===== config.mk =====
export PLATFORM = sky130hd
export DESIGN_NAME = ring_addr_gen
export DESIGN_NICKNAME = d
export VERILOG_FILES = /design/src/rtl/ring_pkg.sv /design/src/rtl/ring_cfg_regs.sv /design/src/rtl/ring_slot.sv /design/src/rtl/ring_idx_ctr.sv /design/src/rtl/ring_buf_xlate.sv /design/src/rtl/ring_addr_gen.sv
export SDC_FILE = /design/constraint.sdc
export NUM_CORES = 1
export LEC_CHECK = 0
export ABC_AREA = 1
export BUFFER_PORTS_ARGS = -buffer_cell sky130_fd_sc_hd__buf_2
export CORE_MARGIN = 3
export CORE_UTILIZATION = 60
export DETAILED_ROUTE_END_ITERATION = 6
export PLACE_DENSITY = 0.86
export REMOVE_ABC_BUFFERS = 1
export SLEW_MARGIN = 0
export SYNTH_ARGS = -nofsm -noshare
export SYNTH_HDL_FRONTEND = slang
export SYNTH_SLANG_ARGS = --single-unit
export TNS_END_PERCENT = 5

===== constraint.sdc =====
create_clock -name clk -period 10.4 [get_ports clk]
set_clock_uncertainty 0.2 [all_clocks]
set_input_delay 0.52 -clock clk [delete_from_list [all_inputs] [get_ports clk]]
set_output_delay 0.52 -clock clk [all_outputs]
set_load 0.01 [all_outputs]

===== src/rtl/ring_pkg.sv =====
// Package: shared register-select codes and mode-field layout for the
// descriptor ring address generator. Assumes a 3-bit select bus.
package ring_pkg;

    typedef enum logic [2:0] {
        SEL_BASE_LO = 3'd0,
        SEL_BASE_HI = 3'd1,
        SEL_LEN     = 3'd2,
        SEL_MODE    = 3'd3,
        SEL_UCTL    = 3'd4,
        SEL_IDX     = 3'd5
    } cfg_sel_e;

    localparam int STYLE_W    = 8;   // width of the descriptor style field
    localparam int SIZE32_BIT = 8;   // mode bit selecting full 32-bit addressing
    localparam int UCTL_HI_W  = 8;   // upper-control bits merged into the pointer

endpackage


===== src/rtl/ring_cfg_regs.sv =====
// Module: ring_cfg_regs
// Holds the ring base, ring length, mode and upper-address control registers.
// Assumes 16-bit writes; the base is split into two halves (low select first).
// Emits one-cycle load pulses for length and index writes.
module ring_cfg_regs
    import ring_pkg::*;
#(
    parameter int RW      = 16,
    parameter int DEF_LEN = 4
) (
    input  logic                  clk,
    input  logic                  rst_n,
    input  logic                  cfg_we,
    input  logic [2:0]            cfg_sel,
    input  logic [RW-1:0]         cfg_wdata,
    output logic [2*RW-1:0]       ring_base,
    output logic [RW-1:0]         ring_len,
    output logic                  wide_desc,
    output logic                  size32_mode,
    output logic [UCTL_HI_W-1:0]  uctl_hi,
    output logic                  len_load,
    output logic                  idx_load
);

    cfg_sel_e                sel;
    logic [SIZE32_BIT:0]     mode_q;
    logic [UCTL_HI_W-1:0]    uctl_q;

    // Decode the select bus into the named register codes.
    always_comb sel = cfg_sel_e'(cfg_sel);

    // Register storage with synchronous reset to defaults.
    always_ff @(posedge clk) begin
        if (!rst_n) begin
            ring_base <= '0;
            ring_len  <= RW'(DEF_LEN);
            mode_q    <= '0;
            uctl_q    <= '0;
        end else if (cfg_we) begin
            case (sel)
                SEL_BASE_LO: ring_base[RW-1:0]    <= cfg_wdata;
                SEL_BASE_HI: ring_base[2*RW-1:RW] <= cfg_wdata;
                SEL_LEN:     ring_len             <= cfg_wdata;
                SEL_MODE:    mode_q               <= cfg_wdata[SIZE32_BIT:0];
                SEL_UCTL:    uctl_q               <= cfg_wdata[RW-1:RW-UCTL_HI_W];
                default:     ;
            endcase
        end
    end

    // Field extraction and load pulses toward the index counter.
    always_comb begin
        wide_desc   = |mode_q[STYLE_W-1:0];
        size32_mode = mode_q[SIZE32_BIT];
        uctl_hi     = uctl_q;
        len_load    = cfg_we && (sel == SEL_LEN);
        idx_load    = cfg_we && (sel == SEL_IDX);
    end

endmodule


===== src/rtl/ring_slot.sv =====
// Module: ring_slot
// Wraps (index - OFS) into 1..len by repeated addition of len and turns it
// into a descriptor address. Assumes index >= 0, so at most OFS+1 additions
// are needed; with len = 0 the value is left unwrapped (caller gates it).
module ring_slot #(
    parameter int RW  = 16,
    parameter int OFS = 0
) (
    input  logic [RW-1:0]   idx,
    input  logic [RW-1:0]   len,
    input  logic [2*RW-1:0] base,
    input  logic            wide,
    output logic [RW-1:0]   widx,
    output logic [2*RW-1:0] addr
);

    localparam int AW = 2 * RW;
    localparam int SW = RW + 3;
    localparam logic signed [SW-1:0] OFS_S = SW'(OFS);
    localparam logic signed [SW-1:0] ONE_S = SW'(1);

    logic signed [SW-1:0] v;
    logic [AW-1:0]        span;

    // Offset the index and fold it back into the 1-based ring range.
    always_comb begin
        v = $signed({3'b000, idx}) - OFS_S;
        for (int i = 0; i <= OFS; i++) begin
            if (v < ONE_S) v = v + $signed({3'b000, len});
        end
        widx = v[RW-1:0];
    end

    // Scale the distance from the ring top by the stride and add the base.
    always_comb begin
        span = AW'(len) - AW'(widx);
        addr = base + (wide ? (span << 4) : (span << 3));
    end

endmodule


===== src/rtl/ring_idx_ctr.sv =====
// Module: ring_idx_ctr
// Raw countdown index register. Length or index writes load it directly and
// win over the advance strobe; an advance takes the pre-wrapped next index.
// Assumes the caller supplies the wrapped index-1 value.
module ring_idx_ctr #(
    parameter int RW      = 16,
    parameter int DEF_LEN = 4
) (
    input  logic          clk,
    input  logic          rst_n,
    input  logic          len_load,
    input  logic          idx_load,
    input  logic [RW-1:0] load_val,
    input  logic          adv,
    input  logic          ring_err,
    input  logic [RW-1:0] next_idx,
    output logic [RW-1:0] idx_q
);

    // Index update: reset, load, then advance.
    always_ff @(posedge clk) begin
        if (!rst_n)                     idx_q <= RW'(DEF_LEN);
        else if (len_load || idx_load)  idx_q <= load_val;
        else if (adv && !ring_err)      idx_q <= next_idx;
    end

endmodule


===== src/rtl/ring_buf_xlate.sv =====
// Module: ring_buf_xlate
// Expands a descriptor buffer pointer to a physical address. In narrow mode
// the top byte comes from the upper-address control register (ORed in).
module ring_buf_xlate #(
    parameter int AW = 32,
    parameter int HW = 8
) (
    input  logic [AW-1:0] ptr,
    input  logic          size32,
    input  logic [HW-1:0] hi_byte,
    output logic [AW-1:0] phys
);

    // Pass through in full mode, merge the high byte otherwise.
    always_comb phys = size32 ? ptr : (ptr | {hi_byte, {(AW-HW){1'b0}}});

endmodule


===== src/rtl/ring_addr_gen.sv =====
// Module: ring_addr_gen (top)
// Descriptor ring address generator: config registers, countdown index and
// three parallel slot calculators (current, next, next-next), plus buffer
// pointer translation. Addresses are combinational from registered state.
module ring_addr_gen
    import ring_pkg::*;
#(
    parameter int RW      = 16,
    parameter int DEF_LEN = 4
) (
    input  logic              clk,
    input  logic              rst_n,
    input  logic              cfg_we,
    input  logic [2:0]        cfg_sel,
    input  logic [RW-1:0]     cfg_wdata,
    input  logic              adv,
    input  logic [2*RW-1:0]   buf_ptr,
    output logic [2*RW-1:0]   buf_phys,
    output logic [2*RW-1:0]   desc_cur,
    output logic [2*RW-1:0]   desc_nxt,
    output logic [2*RW-1:0]   desc_nnx,
    output logic [RW-1:0]     ring_idx,
    output logic              ring_err
);

    localparam int AW    = 2 * RW;
    localparam int SLOTS = 3;

    logic [AW-1:0]        ring_base;
    logic [RW-1:0]        ring_len;
    logic                 wide_desc;
    logic                 size32_mode;
    logic [UCTL_HI_W-1:0] uctl_hi;
    logic                 len_load;
    logic                 idx_load;
    logic [RW-1:0]        idx_q;
    logic [AW-1:0]        slot_addr [SLOTS];
    logic [RW-1:0]        slot_widx [SLOTS];
    logic                 slot_unused;

    ring_cfg_regs #(.RW(RW), .DEF_LEN(DEF_LEN)) u_regs (
        .clk        (clk),
        .rst_n      (rst_n),
        .cfg_we     (cfg_we),
        .cfg_sel    (cfg_sel),
        .cfg_wdata  (cfg_wdata),
        .ring_base  (ring_base),
        .ring_len   (ring_len),
        .wide_desc  (wide_desc),
        .size32_mode(size32_mode),
        .uctl_hi    (uctl_hi),
        .len_load   (len_load),
        .idx_load   (idx_load)
    );

    // Error when the ring has no slots.
    always_comb ring_err = (ring_len == '0);

    ring_idx_ctr #(.RW(RW), .DEF_LEN(DEF_LEN)) u_ctr (
        .clk      (clk),
        .rst_n    (rst_n),
        .len_load (len_load),
        .idx_load (idx_load),
        .load_val (cfg_wdata),
        .adv      (adv),
        .ring_err (ring_err),
        .next_idx (slot_widx[1]),
        .idx_q    (idx_q)
    );

    for (genvar k = 0; k < SLOTS; k++) begin : g_slot
        ring_slot #(.RW(RW), .OFS(k)) u_slot (
            .idx  (idx_q),
            .len  (ring_len),
            .base (ring_base),
            .wide (wide_desc),
            .widx (slot_widx[k]),
            .addr (slot_addr[k])
        );
    end

    // The next-next wrapped index is only needed inside its slot.
    always_comb slot_unused = ^slot_widx[2];

    // Gate the addresses while the ring is invalid.
    always_comb begin
        desc_cur = ring_err ? '0 : slot_addr[0];
        desc_nxt = ring_err ? '0 : slot_addr[1];
        desc_nnx = ring_err ? '0 : slot_addr[2];
        ring_idx = slot_widx[0];
    end

    ring_buf_xlate #(.AW(AW), .HW(UCTL_HI_W)) u_xlate (
        .ptr     (buf_ptr),
        .size32  (size32_mode),
        .hi_byte (uctl_hi),
        .phys    (buf_phys)
    );

endmodule


# After elaboration in Yosys (flattened, before gate mapping)
# Index checks and enable logic that the tools add are counted.
dict set report word_totals {
  regBits 81
  latchBits 0
  ram_bits 0
  romBits 0
  input_bits 55
  out_inout_bits 145
  mem_count 0
}
dict set report classes {
  add_sub_neg 14
  mul 0
  div 0
  n_lt_le_gt_ge 6
  eq_ne 5
  shifts 0
  muxes 15
  n_bitwise 1
  reduce_logical 14
}
# op count
set ops {}
lappend ops {{two-way mux 32 bit} 7}
lappend ops {{adder 32 bit} 3}
lappend ops {{< comparator 19 x 2 -> 1 bit (second input constant)} 5}
lappend ops {{two-way mux 16 bit} 5}
lappend ops {{adder 19 x 17 -> 19 bit} 3}
lappend ops {{two-way mux 19 bit} 3}
lappend ops {{subtractor 16 x 16 -> 17 bit} 3}
lappend ops {{adder 16 bit} 3}
lappend ops {{OR 32 bit} 1}
lappend ops {{subtractor 16 x 1 -> 17 bit (second input constant)} 1}
lappend ops {{subtractor 16 x 2 -> 17 bit (second input constant)} 1}
lappend ops {{logical NOT 16 bit} 1}
lappend ops {{< comparator 16 x 1 -> 1 bit (second input constant)} 1}
lappend ops {{AND reduction 2 bit} 5}
lappend ops {{OR reduction 8 bit} 1}
lappend ops {{equality test 3 x 2 -> 1 bit (second input constant)} 2}
lappend ops {{equality test 3 bit (second input constant)} 2}
lappend ops {{equality test 3 x 1 -> 1 bit (second input constant)} 1}
lappend ops {{logical AND 1 bit} 3}
lappend ops {{logical NOT 3 bit} 1}
lappend ops {{nonzero test 2 bit} 1}
lappend ops {{logical NOT 1 bit} 1}
lappend ops {{logical OR 1 bit} 1}

# Logic depth before layout (Yosys ltp)
# Gate-level depths: netlist (run 1).
dict set report depth {
  ltp_word 11
  ltp_mapped 71
  ltp_nobuf 71
}

# Cells and area by module
# Synthesis (run 1) repeated with hierarchy kept, for this count alone.
dict set report hier_totals {
  cells_unflattened 3601
  area_unflattened_um2 20629.8
}
# mod n_inst cells_each area_per_inst_um2
set by_module_without_submodules {}
lappend by_module_without_submodules {{ring_slot at g_slot[2].u_slot} 1 1079 6343.6}
lappend by_module_without_submodules {{ring_slot at g_slot[1].u_slot} 1 997 5500.3}
lappend by_module_without_submodules {{ring_slot at g_slot[0].u_slot} 1 703 3808.7}
lappend by_module_without_submodules {ring_cfg_regs 1 388 2695.1}
lappend by_module_without_submodules {ring_addr_gen 1 227 1034.7}
lappend by_module_without_submodules {ring_idx_ctr 1 158 973.4}
lappend by_module_without_submodules {ring_buf_xlate 1 49 274.0}

# Worst setup path after synthesis (run 1)
# No wires, ideal clock.
dict set report synth_path {
  kind {register -> output}
  from {register u_ctr.idx_q[1]}
  to {output desc_nnx[31]}
  arrival_ps 8425
  required_time_ps 9680
  path_slack_ps 1255
  path_stages_with_launch 64
  n_path_buf 1
  cell_sequence {dfxtp_1 -> inv_1 -> ha_1 -> nand2_1 -> nor2_1 -> nand2_1 -> nand2_1 -> nand2_1 -> inv_1 -> ha_1 -> nand2_1 -> a21oi_1 -> or2_2 -> a21oi_1 -> xor2_1 -> nand2_1 -> nand2_1 -> ha_1 -> [28 not listed] -> nor2_1 -> xor2_1 -> o21ai_0 -> ha_1 -> nand2_1 -> inv_1 -> nand3_1 -> o221ai_1 -> a21oi_1 -> o21ai_0 -> nand4_1 -> o211ai_1 -> nand3_1 -> nand2_1 -> nand2_1 -> nand3_1 -> nor2_1 -> nor2_1}
}
dict set report synth_via {
  elab_chain_cells 11
}
# element line
set synth_lines {}
lappend synth_lines {{start: declaration} ring_idx_ctr.sv:17} ;# output logic [RW-1:0] idx_q
lappend synth_lines {{start signal: assignment} ring_idx_ctr.sv:22} ;# if (!rst_n) idx_q <= RW'(DEF_LEN);
lappend synth_lines {{start signal: assignment} ring_idx_ctr.sv:23} ;# else if (len_load || idx_load) idx_q <= load_val;
lappend synth_lines {{start signal: assignment} ring_idx_ctr.sv:24} ;# else if (adv && !ring_err) idx_q <= next_idx;
lappend synth_lines {{subtractor 16 x 2 -> 17 bit *} ring_slot.sv:27} ;# v = $signed({3'b000, idx}) - OFS_S;
lappend synth_lines {{adder 19 x 17 -> 19 bit or < comparator 19 x 2 -> 1 bit (tied branches)} ring_slot.sv:29} ;# if (v < ONE_S) v = v + $signed({3'b000, len});
lappend synth_lines {{two-way mux 19 bit *} ring_slot.sv:29}
lappend synth_lines {{adder 19 x 17 -> 19 bit or < comparator 19 x 2 -> 1 bit (tied branches)} ring_slot.sv:29}
lappend synth_lines {{two-way mux 19 bit *} ring_slot.sv:29}
lappend synth_lines {{adder 16 bit or < comparator 19 x 2 -> 1 bit (tied branches)} ring_slot.sv:29}
lappend synth_lines {{two-way mux 16 bit *} ring_slot.sv:29}
lappend synth_lines {{subtractor 16 x 16 -> 17 bit *} ring_slot.sv:36} ;# span = AW'(len) - AW'(widx);
lappend synth_lines {{two-way mux 32 bit *} ring_slot.sv:37} ;# addr = base + (wide ? (span << 4) : (span << 3));
lappend synth_lines {{adder 32 bit *} ring_slot.sv:37}
lappend synth_lines {{two-way mux 32 bit *} ring_addr_gen.sv:89} ;# desc_nnx = ring_err ? '0 : slot_addr[2];
lappend synth_lines {{end: declaration} ring_addr_gen.sv:21} ;# output logic [2*RW-1:0] desc_nnx,
# Every way passes the cells marked *; elsewhere a longest branch is shown, timed or not.

# Worst setup path in the final report (run 1)
dict set report layout_path {
  from {register u_ctr.idx_q[2]}
  to {output desc_nnx[29]}
}
# The elaborated chain is that of the path after synthesis.

==> impl.org, run 1 <==
** Clocking
- Number of buffers inserted for hold repair after clock tree synthesis :: 0
- In this run the deepest clock path goes through 2 buffers.
- TritonCTS created 9 clock buffers.
- Clock latency reported for the late side of the worst-skew pair :: 0.36 ns
- The H-tree was split into 3 levels.
- In this run the clock root is driven by a sky130_fd_sc_hd__clkbuf_16.
- TritonCTS built the clock tree.
- The tree built by TritonCTS fans out to 81 sinks.
- Reg clk slew, reported paths :: 0.07 ns

** Run
- Across the run, the number of max-cap violations was 0.

** STA
- Setup violations remaining at the end of the flow were counted as 0.
- Final hold violation count :: 0
- For the pin with the worst max-slew slack, the measured transition is 1.18 ns.
- In the final timing run, aggregate negative setup slack is 0 ns.
- The worst path in the final design needs a cycle of 9.92 ns, including I/O delays and setup.
- Timing-limited maximum frequency :: 101 MHz
- Unrepaired setup endpoints after global routing :: true
- In the finished design, the share of the clock period the worst path needs comes to 0.954.
- In the post-route analysis, the smallest setup slack over all paths is 0.476 ns.
- Hold Worst Slack :: 0.260 ns
- Max-slew headroom at the worst pin :: 0.211
- The final count of pins violating max slew came to 0.

** Global routing
- In the global route stage, overall resource usage came out at 0.391.
- Global-route wire length before repair :: 91,200 um
- The initial antenna violation count was 3.
- Entering global routing, the biggest net connects 68 pins.
- Number of global-route vias before repair :: 17,400
- Summed over all layers, the global routing overflow is 0.

** Outcome
- The run finished, with violations left.
- The checks that failed: DRC.

** Logic synthesis
- In this run, synthesis inferred 0 flip-flops with an integrated enable.
- A synthesized cell averages 6.10 um2.
- Seq/Total Area, Yosys :: 0.0997
- Yosys attributes the largest share of cell area to sky130_fd_sc_hd__ha_1 18%, sky130_fd_sc_hd__nand2_1 12%, sky130_fd_sc_hd__a21oi_1 11%.
- For this run, asynchronously set or reset flops after synthesis account for 0.
- Netlist area before placement :: 0.0163 mm2
- For this run, the leading register cell type out of synthesis is sky130_fd_sc_hd__dfxtp_1.
- Number of warnings printed during yosys synthesis :: 0
- Synthesized netlist cell count :: 2,665
- The number of different library cells used by synthesis comes to 51.
- The synthesized design spends more area on one cell type than any other, namely sky130_fd_sc_hd__ha_1.
- Portion of synthesized cell area occupied by the leading cell type :: 0.178
- Synthesis inferred 81 register bits.

** Pwr
- Leakage power :: 0.00981 uW
- Across the VDD grid, the largest voltage drop is 157 uV.
- Overall power consumption after layout is estimated at 5710 uW.
- Switching share of total power :: 0.577
- The share of total power dissipated in combinational logic is 0.870.
- Of the total power, registers draw 0.066.
- Power spread over the standard cell area amounts to 306 mW/mm2.
- In this run the power spent charging and discharging nets is 3290 uW.
- The share of total power dissipated in the clock network is 0.064.
- Internal power summed over all cells :: 2410 uW

** Layout
- Of the cells placed in the final design, the portion with a size suffix greater than 1 is 0.148.
- Counting the fill cells in the layout gives 2,251.
- The net count of the finished layout is 3,120.
- Core Util, Final :: 0.708
- Area grow syn2layout :: 14.7%
- Most frequent cells in the layout :: 518 x sky130_fd_sc_hd__nand2_1, 342 x sky130_fd_sc_hd__inv_1, 341 x sky130_fd_sc_hd__a21oi_1, 239 x sky130_fd_sc_hd__o21ai_0, 205 x sky130_fd_sc_hd__ha_1
- Most common library cell in the layout ignoring fill and taps :: sky130_fd_sc_hd__nand2_1

** Critical path
- For the worst setup path, the data required time is 9.68 ns.
- Cell occurring most often along the worst timing path :: sky130_fd_sc_hd__nand2_1
- The largest single stage delay on the critical path is 0.40 ns.
- On the critical path, the stage with the largest delay is an instance of sky130_fd_sc_hd__ha_1.
- The worst setup path is launched from a flip-flop.
- The setup path with the least slack is of type reg -> out.
- Highest fanout seen on the critical path :: 5
- Endpoint class of the critical path :: primary output
- CP arrival :: 9.20 ns
- Reg2reg path depth :: 30

** Drt
- Vias per inst :: 6.10
- After detailed routing, the number of remaining DRC violations is 17.
- Total wire length after detailed routing :: 60,500 um
- The detailed router finished its first iteration with 2,218 violations.
- In this run the remaining antenna-violating nets after routing total 0.
- The first detailed-routing pass ran for 7 iterations.
- The detailed router placed 19,300 vias in this run.
- Detailed-route wire length per cell :: 19.1 um

** Placed design
- Detailed placement ended at an HPWL of 47,400 um.
- GPL Wtd Cong :: 1.14
- During placement, the flow inserted port buffers numbering 151.
- OpenSTA, run right after detailed placement, puts the worst setup slack at -0.287 ns.

** Floorplan
- In this run the count of I/O pins placed on the die edge is 200.
- Initial Util :: 0.617
- Die footprint :: 0.0291 mm2
- Number of rows in the core area :: 59
- After floorplanning, the core was sized to cover 0.0264 mm2.
- Die boundary height :: 171 um
- Chip Width :: 171 um

** Hold path
- The min-delay analysis places its worst path in the category reg -> reg.
- Hold Path Stages :: 2
[routing by layer]
metal | global-route usage | wire (um) | share of wire
met1 | 0.510 | 23900 | 0.40
met2 | 0.613 | 25600 | 0.42
met3 | 0.0896 | 7180 | 0.12
met4 | 0.185 | 3780 | 0.062
met5 | 0 | 0 | 0
[registers in the layout (all words and copies together), names as in the netlist]
name              cells
u_regs.ring_base     32
u_ctr.idx_q          16
u_regs.ring_len      16
u_regs.mode_q         9
u_regs.uctl_hi        8
[path summary, 6_finish.rpt]
path | endpoint | startpoint | slack, ns
hold / removal | u_regs.mode_q[5] | u_regs.mode_q[5] | 0.26
hold reg to reg | u_regs.mode_q[5] | u_regs.mode_q[5] | 0.26
setup / recovery | desc_nnx[29] | u_ctr.idx_q[2] | 0.48
setup reg to reg | u_ctr.idx_q[15] | u_ctr.idx_q[0] | 4.51
[cells in the mapped netlist (3+ instances only)]
cell and count:
sky130_fd_sc_hd__nand2_1 537, sky130_fd_sc_hd__a21oi_1 360, sky130_fd_sc_hd__inv_1 352, sky130_fd_sc_hd__o21ai_0 258, sky130_fd_sc_hd__ha_1 231, sky130_fd_sc_hd__nor2_1 186, sky130_fd_sc_hd__nand3_1 142, sky130_fd_sc_hd__xor2_1 121
sky130_fd_sc_hd__dfxtp_1 81, sky130_fd_sc_hd__clkbuf_1 40, sky130_fd_sc_hd__o21bai_1 36, sky130_fd_sc_hd__xnor2_1 35, sky130_fd_sc_hd__buf_4 32, sky130_fd_sc_hd__nand4_1 26, sky130_fd_sc_hd__nor3_1 24, sky130_fd_sc_hd__a21o_1 19
sky130_fd_sc_hd__o21ai_1 18, sky130_fd_sc_hd__nand3b_1 17, sky130_fd_sc_hd__o22ai_1 14, sky130_fd_sc_hd__fa_1 12, sky130_fd_sc_hd__nor4_1 10, sky130_fd_sc_hd__a31oi_1 9, sky130_fd_sc_hd__buf_2 9, sky130_fd_sc_hd__o21a_1 9
sky130_fd_sc_hd__or2_2 8, sky130_fd_sc_hd__a211oi_1 6, sky130_fd_sc_hd__mux2i_1 6, sky130_fd_sc_hd__nor2_2 6, sky130_fd_sc_hd__o211ai_1 6, sky130_fd_sc_hd__o221ai_1 6, sky130_fd_sc_hd__and2_1 5, sky130_fd_sc_hd__clkinv_1 5
sky130_fd_sc_hd__inv_2 5, sky130_fd_sc_hd__buf_1 4, sky130_fd_sc_hd__buf_6 3, sky130_fd_sc_hd__nand2_2 3, sky130_fd_sc_hd__nand2_4 3, sky130_fd_sc_hd__nor2_4 3
[kinds of logic (layout without fill, tap and decap cells)]
| family | count (synthesis) | count (layout) | synth area share |
|---|---|---|---|
| AO/OA/AOI/OAI | 752 | 752 | 0.249 |
| flip-flops | 81 | 81 | 0.0997 |
| AND/OR/NAND/NOR | 975 | 975 | 0.256 |
| XOR/XNOR | 158 | 158 | 0.0860 |
| other | 0 | 1 | 0 |
| buffers and inverters | 450 | 612 | 0.113 |
| multiplexers | 6 | 6 | 0.00369 |
| adder cells (fa/ha/maj) | 243 | 243 | 0.192 |
[repair_timing]
item,CTS,global route
resized for setup,13,166
endpoints found under the setup margin,10,22
pin swaps,4,39
gates cloned,0,1
hold endpoints to repair,0,0
buffers inserted,4,19
[critical path, delay by kind of cell (launching register included)]
family,cells,cell delay [ns]
compound gates,29,3.89
buf+inv,5,0.51
xor+xnor,2,0.29
fa+ha+maj,6,1.64
simple gates,20,2.15
flops,1,0.38
[power groups by stage]
stage | logic [uW] | registers (uW) | clock network [uW]
CTS | 4640 | 370 | 361
global route | 5480 | 378 | 376
floorplan | 3270 | 363 | 0
global placement | 4490 | 375 | 0
detailed placement | 4590 | 376 | 0
finish | 4960 | 378 | 366
[layout make-up]
cell class / count / area (um2) / area share
antenna: 1 / 2.50 / 0.000134
clock buffer: 9 / 225 / 0.0121
clock inverter: 7 / 108 / 0.00576
inverter: 362 / 1370 / 0.0732
multi-input combinational: 2134 / 13500 / 0.723
sequential: 81 / 1630 / 0.0875
tap: 335 / 419 / 0.0225
timing repair buffer: 234 / 1420 / 0.0761
[stage by stage]
| stage | std cells | cell area (um2) |
|---|---|---|
| finish | 3163 | 18700 |
| global route | 3162 | 18700 |
| CTS | 3142 | 17800 |
| detailed placement | 3122 | 17400 |
| global placement | 3122 | 17400 |
| floorplan | 2577 | 15800 |
Power figures use the tool's default switching activity.
==> inputs of run 2 (changes only) <==
- CORE_UTILIZATION: 60 -> 52
- PLACE_DENSITY: 0.86 -> 0.77
==> run 2 against run 1 <==
Effect of this change:
- the run still ends with DRC left
- routed wire length increased by 3.0%
- clock power down 2%
- sequential cell count did not move
- utilization decreased by 8.1 points
- power is 2.8% higher
- final area up 3.3%
- combinational power increased by 3%
- global-route usage down 4.5 points
- sequential power shrank 1%
- largest power group unchanged
==> impl.org, run 2 (synthesized netlist as in run 1, its figures left out) <==
** Layout
- The number of antenna diodes in the final layout is 0.
- Fraction of final layout cells sized beyond drive strength 1 :: 0.173
- The register with the most flip-flops in the layout has 32 of them.
- Fillers :: 2,938
- The sequential cells in the finished layout cover a total of 0.00164 mm2.
- Registers with the highest flip-flop counts :: u_regs.ring_base (32), u_ctr.idx_q (16), u_regs.ring_len (16)
- Excluding fillers, the count of instances in the completed layout stands at 3,263.
- Summing all multi-input logic gate instances after layout gives 0.0138 mm2.
- The library cell used most frequently in the layout, excluding fill and tap cells, is sky130_fd_sc_hd__nand2_1.
- Area grow syn2layout :: 18.5%
- Ranked by flip-flop count, first place goes to u_regs.ring_base.
- Nets :: 3,160
- Leaving out fill and tap cells, the most frequent cells in the layout are 503 x sky130_fd_sc_hd__nand2_1, 339 x sky130_fd_sc_hd__inv_1, 336 x sky130_fd_sc_hd__a21oi_1, 234 x sky130_fd_sc_hd__o21ai_0, 203 x sky130_fd_sc_hd__ha_1.

** Floorplan
- From bottom edge to top edge, the die measures 183 um.
- In this run the standard cell core region covers 0.0307 mm2.
- The die covers 0.0334 mm2.
- Chip Width :: 183 um
- For this configuration, the core starts out at a cell density of 0.529.
- Number of I/O pins :: 200
- Number of rows in the core area :: 64

** Global routing
- Maximum number of pins on one net before global-route repair :: 68
- In the global route stage, overall resource usage came out at 0.346.
- The first global-routing pass estimated 92,600 um of wire.
- Number of global-route vias before repair :: 17,400
- Global-route congestion overflow total :: 0
- Number of antenna violations at the first check in global routing :: 2

** Clocking
- The clock net in this run drives a total of 81 sinks.
- The later pin in the worst-skew pair is clocked with a latency of 0.35 ns.
- Depth of the CTS H-tree :: 3
- Number of buffers inserted for hold repair after clock tree synthesis :: 0
- Maximum buffer depth of the clock tree :: 2
- Total CTS buffers :: 9
- Clock tree synthesis selected as its root buffer the cell sky130_fd_sc_hd__clkbuf_16.
- Reg clk slew, reported paths :: 0.07 ns
- TritonCTS clock tree :: built

** Critical path
- STA classifies the critical path endpoint as a primary output.
- Among all stages on the critical path, the largest delay is contributed by sky130_fd_sc_hd__fa_2.
- Maximum single-stage delay on the critical path :: 0.39 ns
- CP Launch Type :: flip-flop
- Required time of the critical path :: 9.68 ns
- Worst setup path endpoint :: desc_nnx[29]
- Critical path class :: reg -> out
- CP arrival :: 9.38 ns
- Startpoint of the worst register-to-register path :: u_ctr.idx_q[0]
- The most critical setup path has its startpoint at u_ctr.idx_q[2].
- Flop-to-flop setup slack :: 4.34 ns
- Cell occurring most often along the worst timing path :: sky130_fd_sc_hd__nand2_1
- Reg2reg path depth :: 30
- In this run the critical register-to-register path is captured at u_ctr.idx_q[15].
- Along the worst path, the maximum fanout reaches 5.

** Outcome
- Run status :: finished with violations
- The checks that failed: DRC.

** STA
- Final hold violation count :: 0
- Max-slew headroom at the worst pin :: 0.145
- Setup-violating endpoint count in the final report :: 0
- Crit path time final :: 10.10 ns
- Period utilisation layout :: 0.971
- Slew at the pin closest to its max-slew limit :: 1.28 ns
- Derived from the worst setup path, the maximum achievable clock frequency is 99.0 MHz.
- Slew Viols, Final :: 0
- Unrepaired setup endpoints after global routing :: true
- The tightest hold path in the finished design has a slack of 0.254 ns.

** Pwr
- Switching share of total power :: 0.573
- Of the total power, the clock network draws 0.061.
- In this run the power spent charging and discharging nets is 3360 uW.
- Power per cell area :: 304 mW/mm2
- The analysis attributes to cell leakage a power of 0.0101 uW.
- Sequential fraction of design power :: 0.064
- The internal portion of the total power is 2500 uW.
- Of the total power, combinational logic draws 0.875.
- Across the VDD grid, the largest voltage drop is 134 uV.

** Placed design
- Total placed cells including tap cells :: 3,207
- GPL Wtd Cong :: 1.05
- Number of input and output port buffers inserted :: 151
- Once detailed placement completed, the half-perimeter wirelength came to 48,700 um.

** Drt
- Total vias in the final route :: 19,400
- Vias per inst :: 5.94
- The first TritonRoute pass finished after 7 iterations.
- Antenna-violating nets left :: 0
- Drt drc :: 2
- Detailed-route wire length per cell :: 19.1 um
- Wires add up to 62,400 um.
- Detailed Route Iter0 Violations :: 1,827

** Hold path
- The min-delay analysis places its worst path in the category reg -> reg.

** Run
- The tool flagged a number of max-cap violations equal to 0.
run 2: cell types whose count changed in the layout (fill, tap and decap cells not counted), sizes merged:
cell,previous run,this run
inv,360,361
clkinv,6,5
clkbuf,11,9
diode,1,0
buf,232,273
nand2,543,544
run 2: final cells by class:
class	count	area share
clock inverter	7	0.00545
clock buffer	9	0.0117
inverter	362	0.0709
tap	396	0.0257
sequential	81	0.0849
timing repair buffer	273	0.0873
multi-input combinational	2135	0.714
run 2: routing by layer:
layer	vias up	share of wire	track usage
met3	220	0.098	0.0635
li1	9342	-	-
met5	-	0	0
met1	8793	0.42	0.466
met4	0	0.050	0.147
met2	1023	0.43	0.544
run 2: timing repair:
| item | 4_1_cts | 5_1_grt |
|---|---|---|
| resized for setup | 10 | 230 |
| endpoints found under the setup margin | 7 | 25 |
| hold endpoints to repair | 0 | 0 |
| gates cloned | 0 | 2 |
| pin swaps | 3 | 69 |
| buffers inserted | 3 | 35 |
run 2: power groups by stage:
| stage | Clock (uW) | Combinational (uW) | Sequential [uW] |
|---|---|---|---|
| floorplan | 0 | 3270 | 363 |
| global placement | 0 | 4610 | 373 |
| detailed placement | 0 | 4690 | 372 |
| CTS | 359 | 4740 | 366 |
| global route | 371 | 5680 | 375 |
| finish | 359 | 5130 | 374 |
run 2: worst min path at each step:
stage | startpoint | endpoint | slack (ns) | cells after the start
2_1_floorplan | u_regs.mode_q[0] | u_regs.mode_q[0] | 0.23 | 2
6_report | u_regs.mode_q[7] | u_regs.mode_q[7] | 0.25 | 2
3_3_place_gp | u_regs.mode_q[0] | u_regs.mode_q[0] | 0.24 | 2
3_5_place_dp | u_regs.mode_q[7] | u_regs.mode_q[7] | 0.25 | 2
5_1_grt | u_regs.mode_q[2] | u_regs.mode_q[2] | 0.28 | 2
4_1_cts | u_regs.mode_q[7] | u_regs.mode_q[7] | 0.26 | 2
run 2: worst max-delay path, delay by kind of cell (launching register included):
kind,cells,cell delay [ns]
flip-flops,1,0.37
XOR/XNOR,2,0.30
AO/OA/AOI/OAI,29,4.18
adder cells (fa/ha/maj),6,1.57
buffers and inverters,5,0.45
AND/OR/NAND/NOR,21,2.14
run 2: per-stage QoR:
step / instance area (um2) / util / worst slack, ns / TNS (ns) / total power [uW]
5_1_grt: 19300 / 0.627 / -0.310 / -1.01 / 6420
3_3_place_gp: 17700 / 0.575 / 0.00625 / 0 / 4980
3_5_place_dp: 17700 / 0.575 / -0.112 / -0.252 / 5060
6_report: 19300 / 0.627 / 0.303 / 0 / 5870
2_1_floorplan: 15800 / - / 1.00 / 0 / 3640
4_1_cts: 18100 / 0.587 / 0.0266 / 0 / 5460
==> inputs of run 3 (changes only) <==
--- a/config.mk
+++ b/config.mk
@@ -18,2 +18,2 @@
 export SYNTH_SLANG_ARGS = --single-unit
-export TNS_END_PERCENT = 5
+export TNS_END_PERCENT = 30
==> constraint.sdc (replaced) <==
create_clock -name clk -period 10.4 [get_ports clk]
set_clock_uncertainty 0.2 [all_clocks]
set_input_delay 1.04 -clock clk [delete_from_list [all_inputs] [get_ports clk]]
set_output_delay 1.04 -clock clk [all_outputs]
set_load 0.01 [all_outputs]
==> run 3 against run 2 <==
Effect of this change:
- via count is 1.0% higher
- setup slack worse by 0.19 ns
- clock power hardly changed
- non-clock buffer count is 16 higher
- register-to-register slack better by 0.35 ns
- largest power group unchanged
- die area stayed put
- routed wire length is 1.0% higher
- the run now ends clean
- critical path type unchanged
- maximum frequency is 1.9% lower
- utilization is 1.2 points higher
==> impl.org, run 3 (synthesized netlist as in run 1, its figures left out) <==
** STA
- Hold Worst Slack :: 0.259 ns
- Max-slew headroom at the worst pin :: 0.190
- Total negative slack for setup checks :: 0 ns
- Of the available clock period, the critical path in the final layout requires 0.989.
- The final count of pins violating max slew is 0.
- Static timing analysis puts the maximum clock frequency at 97.2 MHz.
- Setup repair after global routing could not meet its margin everywhere.
- Slew at the pin closest to its max-slew limit :: 1.22 ns
- Setup-violating endpoint count in the final report :: 0
- Crit path time final :: 10.29 ns
- The final count of hold timing violations was 0.

** Drt
- Detailed-route wire length per cell :: 19.2 um
- The highest layer touched by signal routing is met4.
- The routed design uses 6260 um of met3 wire.
- Total vias in the final route :: 19,600
- Total wire length after detailed routing :: 63,000 um
- The first TritonRoute pass finished after 5 iterations.
- After detailed routing, the number of remaining DRC violations is 0.
- Vias per inst :: 5.97
- Detailed Route Iter0 Violations :: 2,298
- The detail route stage leaves a number of antenna-violating nets equal to 0.
- Metal1 wirelength :: 26,400 um
- After detailed routing, the met2 layer carries 27,800 um of wire.

** Floorplan
- The initialized floorplan defines 64 standard-cell rows.
- Chip Width :: 183 um
- For this configuration, the core starts out at a cell density of 0.529.
- Die boundary height :: 183 um
- Die footprint :: 0.0334 mm2
- The core region is 0.0307 mm2.
- Number of I/O pins :: 200

** Clocking
- The number of hold buffers added after CTS was 0.
- The clock drives 81 sinks.
- TritonCTS built the clock tree.
- Depth of the CTS H-tree :: 3
- Clock latency reported for the late side of the worst-skew pair :: 0.35 ns
- Maximum buffer depth of the clock tree :: 2
- Reg clk slew, reported paths :: 0.07 ns
- In this run, CTS created clock tree buffers numbering 9.
- Clk root buf :: sky130_fd_sc_hd__clkbuf_16

** Run
- Max-cap violations in this run came to 0.

** Outcome
- The flow ran to the end, and the final reports show no timing, DRC or antenna violations.

** Layout
- Post-Layout Cell Count :: 3,281
- The finished cells cover 0.0197 mm2.
- Nets :: 3,176
- Registers with the highest flip-flop counts :: u_regs.ring_base (32), u_ctr.idx_q (16), u_regs.ring_len (16)
- Area grow syn2layout :: 20.8%
- In the layout the commonest cells are 479 x sky130_fd_sc_hd__nand2_1, 329 x sky130_fd_sc_hd__inv_1, 326 x sky130_fd_sc_hd__a21oi_1, 227 x sky130_fd_sc_hd__o21ai_0, 197 x sky130_fd_sc_hd__ha_1.
- Flip-flop count of the largest register, all copies and words added :: 32
- Leaving out fill and tap cells, the most frequent cell in the layout is sky130_fd_sc_hd__nand2_1.
- Of the cells placed in the final design, the portion with a size suffix greater than 1 is 0.200.
- Register containing the most flip-flops in the final layout :: u_regs.ring_base

** Global routing
- Across every metal layer, demand over resource in global routing totals 0.345.
- Number of global-route vias before repair :: 17,400
- Global-route congestion overflow total :: 0
- The initial antenna violation count came to 2.
- The first global-routing pass estimated 92,700 um of wire.
- Maximum number of pins on one net before global-route repair :: 68

** Hold path
- The min-delay analysis places its worst path in the category reg -> reg.
- The worst hold path was traced through 2 stages.

** Placed design
- Total placed cells including tap cells :: 3,191
- HPWL reported at the end of detailed placement :: 48,000 um
- Once placement finished, the instance area stood at 0.0175 mm2.
- Buffers placed on the I/O ports in this run total 151.
- The congestion estimate from routability-driven global placement came to 1.07.

** Pwr
- Power per cell area :: 306 mW/mm2
- Internal power comes to 2570 uW.
- The design draws 6020 uW.
- Sequential fraction of design power :: 0.063
- Share of power burned in the clock network :: 0.060
- In this run the static leakage power is 0.0102 uW.
- Switching share of total power :: 0.573
- IR Drop Worst-Case VDD :: 142 uV
- Share of power burned in combinational logic :: 0.878
- Switching component of the power :: 3450 uW

** Critical path
- The worst setup path is launched from a flip-flop.
- At the worst endpoint, the arrival time is 9.05 ns.
- On the worst path, the slowest cell contributes a delay of 0.39 ns.
- Buf/Inv on CP :: 8
- Critical Path Stages :: 64
- STA classifies the critical path endpoint as a primary output.
- Critical path class :: reg -> out
- Slowest stage cell, crit path :: sky130_fd_sc_hd__dfxtp_4
- Required time of the critical path :: 9.16 ns
- In this design, the critical path's most frequently occurring cell is sky130_fd_sc_hd__nand2_1.
- In this run the worst path has a maximum fanout of 6.
- Reg2reg path depth :: 32
- Category of cells accounting for the largest share of critical-path delay :: simple AND/OR/NAND/NOR gates
run 3: cell types whose count changed in the layout (fill, tap and decap cells not counted), sizes merged:
cell,delta
buf,+15
clkbuf,+1
inv,-2
clkinv,+2
diode,+2
run 3: metrics by stage:
stage / setup WS, ns / util
2_1_floorplan: 0.483 / -
3_3_place_gp: 0.152 / 0.571
3_5_place_dp: -0.0503 / 0.571
4_1_cts: 0.000274 / 0.586
5_1_grt: -0.413 / 0.639
6_report: 0.111 / 0.639
run 3: layout make-up:
type / instances / area [um2]
Timing Repair Buffer: 289 / 1840
Fill cell: 2849 / 11100
Clock buffer: 9 / 225
Inverter: 362 / 1370
Multi-Input combinational cell: 2135 / 14000
Sequential cell: 81 / 1640
Antenna cell: 2 / 5.00
Tap cell: 396 / 495
Clock inverter: 7 / 111
run 3: worst paths after layout:
check,start,to,slack (ns)
min,u_regs.mode_q[4],u_regs.mode_q[4],0.26
max,u_ctr.idx_q[3],desc_nnx[31],0.11
max reg2reg,u_ctr.idx_q[1],u_ctr.idx_q[15],4.69
min reg2reg,u_regs.mode_q[4],u_regs.mode_q[4],0.26
run 3: timing repair:
item / 4_1_cts / 5_1_grt
gates cloned: 0 / 2
pin swaps: 6 / 115
setup endpoints to repair: 11 / 32
gates resized for setup: 25 / 290
setup buffers: 6 / 65
run 3: worst reg2reg max path, delay by kind of cell (launching register included):
family | cells | cell delay, ns
XOR/XNOR | 2 | 0.43
adder cells (fa/ha/maj) | 2 | 0.62
AND/OR/NAND/NOR | 13 | 1.57
AO/OA/AOI/OAI | 10 | 1.68
buffers and inverters | 5 | 0.73
flip-flops | 1 | 0.32
run 3: metal layers:
layer | track usage | up-vias
met5 | 0 | -
li1 | - | 9391
met4 | 0.127 | 0
met1 | 0.479 | 8943
met2 | 0.543 | 1056
met3 | 0.0518 | 183
run 3: power groups by stage:
stage	logic, uW	clock network, uW	registers (uW)
6_report	5290	361	377
4_1_cts	4710	358	367
5_1_grt	5820	372	377
3_3_place_gp	4570	0	373
2_1_floorplan	3270	0	363
3_5_place_dp	4640	0	373
